`src/rtl/calseq_pkg.sv`:
```
package calseq_pkg;
  typedef enum logic [3:0] {
    ST_IDLE, ST_CSET, ST_CSTB, ST_CHLD,
    ST_ASET, ST_ASTB, ST_AHLD, ST_GAP, ST_READ, ST_FIN
  } seq_state_e;

  localparam logic [7:0] CMD_READ_CAL = 8'h08;
  localparam logic [7:0] ADDR_CAL_LO  = 8'h00;
  localparam logic [1:0] ACT_CMD      = 2'b10;
  localparam logic [1:0] ACT_ADDR     = 2'b00;
  localparam logic [1:0] ACT_NONE     = 2'b00;

  function automatic int unsigned max_of4(int unsigned a, int unsigned b,
                                          int unsigned c, int unsigned d);
    int unsigned m;
    m = a;
    if (b > m) m = b;
    if (c > m) m = c;
    if (d > m) m = d;
    return m;
  endfunction
endpackage

```
`src/rtl/step_timer.sv`:
```
module step_timer #(
  parameter int unsigned TW = 2
) (
  input  logic          clk,
  input  logic          rst_n,
  input  logic          load,
  input  logic [TW-1:0] load_val,
  output logic          zero
);
  logic [TW-1:0] cnt;

  always_ff @(posedge clk or negedge rst_n) begin
    if (!rst_n)            cnt <= '0;
    else if (load)         cnt <= load_val;
    else if (cnt != '0)    cnt <= cnt - 1'b1;
  end

  assign zero = (cnt == '0);
endmodule

```
`src/rtl/cal_result.sv`:
```
module cal_result #(
  parameter int unsigned DW = 8
) (
  input  logic          clk,
  input  logic          rst_n,
  input  logic          cap,
  input  logic [DW-1:0] cap_data,
  input  logic          res_ready,
  output logic          res_valid,
  output logic [DW-1:0] res_data
);
  always_ff @(posedge clk or negedge rst_n) begin
    if (!rst_n) begin
      res_valid <= 1'b0;
      res_data  <= '0;
    end else if (cap) begin
      res_valid <= 1'b1;
      res_data  <= cap_data;
    end else if (res_valid && res_ready) begin
      res_valid <= 1'b0;
    end
  end

  // a stalled result keeps its value and stays offered
  a_r8_stall_hold: assert property (@(posedge clk) disable iff (!rst_n)
    (res_valid && !res_ready) |=> (res_valid && $stable(res_data)));
endmodule

```
`src/rtl/seq_fsm.sv`:
```
module seq_fsm
  import calseq_pkg::*;
#(
  parameter int unsigned SETUP_CYC = 1,
  parameter int unsigned HOLD_CYC  = 1,
  parameter int unsigned GAP_CYC   = 1,
  parameter int unsigned CAP_DLY   = 2
) (
  input  logic       clk,
  input  logic       rst_n,
  input  logic       start_ok,
  output logic       busy,
  output logic       done,
  output logic       cap,
  output logic [1:0] act_sel,
  output logic       byte_sel,
  output logic       ld_pulse,
  output logic       rd_en_n,
  output logic [7:0] bus_out,
  output logic       bus_oe
);
  localparam int unsigned MAXN = max_of4(SETUP_CYC, HOLD_CYC, GAP_CYC, CAP_DLY);
  localparam int unsigned TW   = (MAXN < 2) ? 1 : $clog2(MAXN);

  localparam logic [TW-1:0] L_SETUP = TW'(SETUP_CYC - 1);
  localparam logic [TW-1:0] L_HOLD  = TW'(HOLD_CYC - 1);
  localparam logic [TW-1:0] L_GAP   = TW'(GAP_CYC - 1);
  localparam logic [TW-1:0] L_CAP   = TW'(CAP_DLY - 1);

  seq_state_e    st, nxt;
  logic          tmr_load, tmr_zero;
  logic [TW-1:0] tmr_val;

  step_timer #(.TW(TW)) u_tmr (
    .clk(clk), .rst_n(rst_n), .load(tmr_load), .load_val(tmr_val), .zero(tmr_zero)
  );

  always_ff @(posedge clk or negedge rst_n) begin
    if (!rst_n) st <= ST_IDLE;
    else        st <= nxt;
  end

  always_comb begin
    nxt      = st;
    tmr_load = 1'b0;
    tmr_val  = '0;
    cap      = 1'b0;
    unique case (st)
      ST_IDLE: if (start_ok) begin nxt = ST_CSET; tmr_load = 1'b1; tmr_val = L_SETUP; end
      ST_CSET: if (tmr_zero) nxt = ST_CSTB;
      ST_CSTB: begin nxt = ST_CHLD; tmr_load = 1'b1; tmr_val = L_HOLD; end
      ST_CHLD: if (tmr_zero) begin nxt = ST_ASET; tmr_load = 1'b1; tmr_val = L_SETUP; end
      ST_ASET: if (tmr_zero) nxt = ST_ASTB;
      ST_ASTB: begin nxt = ST_AHLD; tmr_load = 1'b1; tmr_val = L_HOLD; end
      ST_AHLD: if (tmr_zero) begin nxt = ST_GAP; tmr_load = 1'b1; tmr_val = L_GAP; end
      ST_GAP:  if (tmr_zero) begin nxt = ST_READ; tmr_load = 1'b1; tmr_val = L_CAP; end
      ST_READ: if (tmr_zero) begin nxt = ST_FIN; cap = 1'b1; end
      ST_FIN:  nxt = ST_IDLE;
      default: nxt = ST_IDLE;
    endcase
  end

  always_comb begin
    busy     = (st != ST_IDLE);
    done     = (st == ST_FIN);
    ld_pulse = (st == ST_CSTB) || (st == ST_ASTB);
    rd_en_n  = (st != ST_READ);
    byte_sel = (st == ST_READ);
    bus_oe   = 1'b0;
    bus_out  = 8'h00;
    act_sel  = ACT_NONE;
    case (st)
      ST_CSET, ST_CSTB, ST_CHLD: begin
        bus_oe = 1'b1; bus_out = CMD_READ_CAL; act_sel = ACT_CMD;
      end
      ST_ASET, ST_ASTB, ST_AHLD: begin
        bus_oe = 1'b1; bus_out = ADDR_CAL_LO; act_sel = ACT_ADDR;
      end
      default: ;
    endcase
  end

  // strobe lasts one cycle
  a_r2_strobe_single: assert property (@(posedge clk) disable iff (!rst_n)
    ld_pulse |=> !ld_pulse);
  // strobe lands on a bus that was already driven (setup)
  a_r10_strobe_driven: assert property (@(posedge clk) disable iff (!rst_n)
    ld_pulse |-> (bus_oe && $past(bus_oe)));
  // driver was off before read enable fell
  a_r4_turnaround: assert property (@(posedge clk) disable iff (!rst_n)
    $fell(rd_en_n) |-> (!bus_oe && !$past(bus_oe)));
  // done is a lone pulse, R5: read enable back high by then
  a_r6_done_pulse: assert property (@(posedge clk) disable iff (!rst_n)
    done |=> !done);
  a_r5_oe_released: assert property (@(posedge clk) disable iff (!rst_n)
    done |-> (rd_en_n && $past(!rd_en_n)));
endmodule

```
`src/rtl/calib_read_seq.sv`:
```
module calib_read_seq #(
  parameter int unsigned SETUP_CYC = 1,
  parameter int unsigned HOLD_CYC  = 1,
  parameter int unsigned GAP_CYC   = 1,
  parameter int unsigned CAP_DLY   = 2
) (
  input  logic       clk,
  input  logic       rst_n,
  input  logic       start,
  output logic       busy,
  output logic       done,
  output logic       res_valid,
  input  logic       res_ready,
  output logic [7:0] res_data,
  output logic [1:0] act_sel,
  output logic       byte_sel,
  output logic       ld_pulse,
  output logic       rd_en_n,
  output logic [7:0] bus_out,
  output logic       bus_oe,
  input  logic [7:0] bus_in
);
  logic start_ok, cap;

  // no new run while a result waits
  assign start_ok = start && !res_valid;

  seq_fsm #(
    .SETUP_CYC(SETUP_CYC), .HOLD_CYC(HOLD_CYC),
    .GAP_CYC(GAP_CYC), .CAP_DLY(CAP_DLY)
  ) u_fsm (
    .clk(clk), .rst_n(rst_n), .start_ok(start_ok),
    .busy(busy), .done(done), .cap(cap),
    .act_sel(act_sel), .byte_sel(byte_sel), .ld_pulse(ld_pulse),
    .rd_en_n(rd_en_n), .bus_out(bus_out), .bus_oe(bus_oe)
  );

  cal_result #(.DW(8)) u_res (
    .clk(clk), .rst_n(rst_n), .cap(cap), .cap_data(bus_in),
    .res_ready(res_ready), .res_valid(res_valid), .res_data(res_data)
  );

  // result appears together with done
  a_r8_valid_with_done: assert property (@(posedge clk) disable iff (!rst_n)
    done |-> res_valid);
  // pending result blocks a new run
  a_r9_no_start_full: assert property (@(posedge clk) disable iff (!rst_n)
    (!busy && res_valid) |=> !busy);
endmodule

```
`config.mk`:
```
export PLATFORM = sky130hd
export DESIGN_NAME = calib_read_seq
export DESIGN_NICKNAME = d
export VERILOG_FILES = /design/src/rtl/calseq_pkg.sv /design/src/rtl/step_timer.sv /design/src/rtl/cal_result.sv /design/src/rtl/seq_fsm.sv /design/src/rtl/calib_read_seq.sv
export SDC_FILE = /design/constraint.sdc
export NUM_CORES = 1
export LEC_CHECK = 0
export BUFFER_PORTS_ARGS = -buffer_cell sky130_fd_sc_hd__buf_2
export CORE_AREA = 2 2 45 47
export CTS_CLUSTER_SIZE = 40
export DETAILED_ROUTE_END_ITERATION = 7
export DIE_AREA = 0 0 47 49
export GPL_TIMING_DRIVEN = 0
export HOLD_SLACK_MARGIN = 0.08
export PLACE_DENSITY = 0.75
export SYNTH_ARGS = -nofsm -noshare
export SYNTH_HDL_FRONTEND = slang
export SYNTH_SLANG_ARGS = --single-unit
```
`constraint.sdc`:
```
create_clock -name clk -period 1.95 [get_ports clk]
set_input_delay 0.39 -clock clk [delete_from_list [all_inputs] [get_ports clk]]
set_output_delay 0.39 -clock clk [all_outputs]
set_load 0.02 [all_outputs]
```
==> reports/qor.yml <==
die:
  dieWidth_um: 47
  initial_core_util: 0.412
  core_area_sq_um: 1840
  die_h_um: 49
  io_pins: 37
  fp-row-count: 16
  dieArea_sq_um: 2300
cts:
  clock_path_buffers: 2
  cts_tree: "built"
  clk_pin_slew_worst_paths_ns: 0.08
  post_cts_buffers: 0
  cts_root_buffer: "clkbuf_4"
  cts_sinks: 14
  cts-hold-fix-buffers: 1
  ctsResizeCount: 0
  cts_buffers: 3
  clk_latency_ns: 0.27
  htreeDepth: 1
layout:
  area_delta_synth_final_pct: 32.5
  drive_gt1_frac: 0.541
  fin_nets: 122
  post-route-util: 0.546
  fin_cells: 136
  antenna_cells: 0
worst_setup_path:
  cp_slowest_cell: "dfrtp_1"
  crit_arrival_ns: 1.46
  start_kind: "register"
  critPathCaptureType: "output port"
  path_cells: "buf_2, or2_2, a21oi_1, buf_2"
  cpMostUsedCell: "buf_2"
  cpLargestDelayFamily: "flip-flops"
  criticalPathCategory: "reg2out"
  critical_path_buf_inv_count: 2
  cp_max_fo: 10
  crit_required_ns: 1.56
  cp_slowest_stage_delay_ns: 0.41
power:
  power_mw: 1.69
  power_density_nw_per_um2: 1680
  leakagePower_nw: 0.538
  ir_worst_vdd_uv: 1000
detailed_routing:
  avgViaCountPerCell: 4.25
  drtIter0Drc: 6
  vias: 578
  wl_mm: 1.31
  drc: 0
  detailedRoute.firstPassIterationCount: 4
  antenna_left: 0
  wl_per_cell_um: 9.65
place:
  post-place-cells: 131
  place_ws_ns: 0.394
  io_buffers: 28
  place_congestion: 0.762
  dp_hpwl_mm: 1.04
global_routing:
  antenna_found_initial: 0
  track_usage: 0.133
  overflow: 0
  grt_max_degree: 15
  grt_pass1_wl_mm: 2.28
  grt_pass1_vias: 524
synth:
  synthDistinctLibCells: 23
  muxShareOfSynthArea: 0.119
  synth_warnings: 0
  syn-instance-count: 69
  avgSynthCellArea_sq_um: 11.0
  synth_adder_area_share: 0
  synth-xor-area-share: 0.0115
  ys_seq_area_frac: 0.461
  synth-compound-area-share: 0.0593
  syn_area_sq_um: 759
  ys_ff_latch: 14
  synthSimpleGateAreaFrac: 0.206
  synth_top_family_by_area: "simple AND/OR/NAND/NOR gates"
sta:
  max_clock_freq_ghz: 0.539
  fin_crit_sh: 0.951
  skew_ns: 0.00236
  setup_viol: 0
  fin_crit_ns: 1.85
  finalSetupTns_ns: 0
  slew_violations: 0
  setup_slack_ns: 0.0957
  rsz0062_at_grt: "false"
  finalHoldViolCount: 0
run:
  max_cap_viol_count: 0
outcome:
  status: "finished, final reports clean"
hold_path:
  hp-class: "in2reg"
[routing by layer]
layer	track usage	up-vias	part of all wire
met2	0.199	24	0.49
met4	0.0556	0	0
met3	0.0370	0	0.083
met5	0	-	0
li1	-	296	-
met1	0.178	258	0.43
[cell usage in the layout, fill, tap and decap left out, drive strengths merged, types with 3 or more instances in the layout]
cell type and count:
a21oi 3, buf 41, clkbuf 4, conb 8
dfrtp 14, inv 3, mux2 8, nand2 4
nor2 8
[final timing paths]
check | start | endpoint | slack [ns] | cells after the start
min in group asynchronous | rst_n | u_res.res_data[3] | 0.53 | 2
hold / removal | res_ready | u_res.res_valid | 0.30 | 2
setup / recovery | u_fsm.st[2] | bus_oe | 0.1 | 4
setup reg to reg | u_fsm.st[1] | u_res.res_data[1] | 0.50 | 4
max in group asynchronous | rst_n | u_fsm.st[1] | 1.19 | 2
hold reg to reg | u_res.res_data[0] | u_res.res_data[0] | 0.51 | 1
[area by class of cell]
type,instances,area [sq um]
inverter,3,11.3
sequential,14,350
tap,27,33.8
fill,180,836
multi-input combinational,46,330
clock buffer,4,36.3
timing repair buffer,29,150
buffer,13,93.8
[cells in the mapped netlist]
library cell | number | area (sq um)
nor2_8 | 1 | 20.0
conb_1 | 1 | 3.75
nand2b_1 | 2 | 12.5
mux2_2 | 8 | 90.1
nor3b_1 | 1 | 7.51
buf_2 | 3 | 15.0
xnor2_1 | 1 | 8.76
buf_4 | 9 | 67.6
buf_6 | 1 | 11.3
nor2_1 | 6 | 22.5
a21oi_1 | 3 | 15.0
nor2_4 | 1 | 11.3
a311oi_1 | 1 | 8.76
or2_2 | 2 | 12.5
nand3b_4 | 1 | 20.0
nor4b_2 | 1 | 15.0
nand2_1 | 4 | 15.0
dfrtp_1 | 14 | 350
nor4bb_1 | 1 | 10.0
a221oi_1 | 1 | 8.76
o22ai_1 | 2 | 12.5
inv_1 | 3 | 11.3
nor3_1 | 2 | 10.0
[sequential cells by signal, summed over array words and instances, names as in the netlist]
register,flops
u_fsm.st,4
u_fsm.u_tmr.cnt,1
u_res.res_data,8
u_res.res_valid,1
[power by group]
group          total, mW  internal (mW)  switching, mW  leakage (nW)
sequential         0.514          0.429         0.0849         0.170
clock              0.199          0.113         0.0860        0.0210
combinational      0.978          0.412          0.567         0.347
total               1.69          0.954          0.738         0.538
[cell families after synthesis]
kind of cell,count (synthesis)
and+or+nand+nor,22
AOI/OAI and AO/OA,7
other,1
DFF,14
xor gates and xnor gates,1
buffers and inverters,16
muxes,8
[per-stage QoR]
stage,area [sq um],hold WS (ns)
finish,1010,0.304
global route,1010,0.305
CTS,1010,0.302
detailed placement,960,0.296
global placement,960,0.294
floorplan,786,0.0944
(Power assumes the default switching activity.)
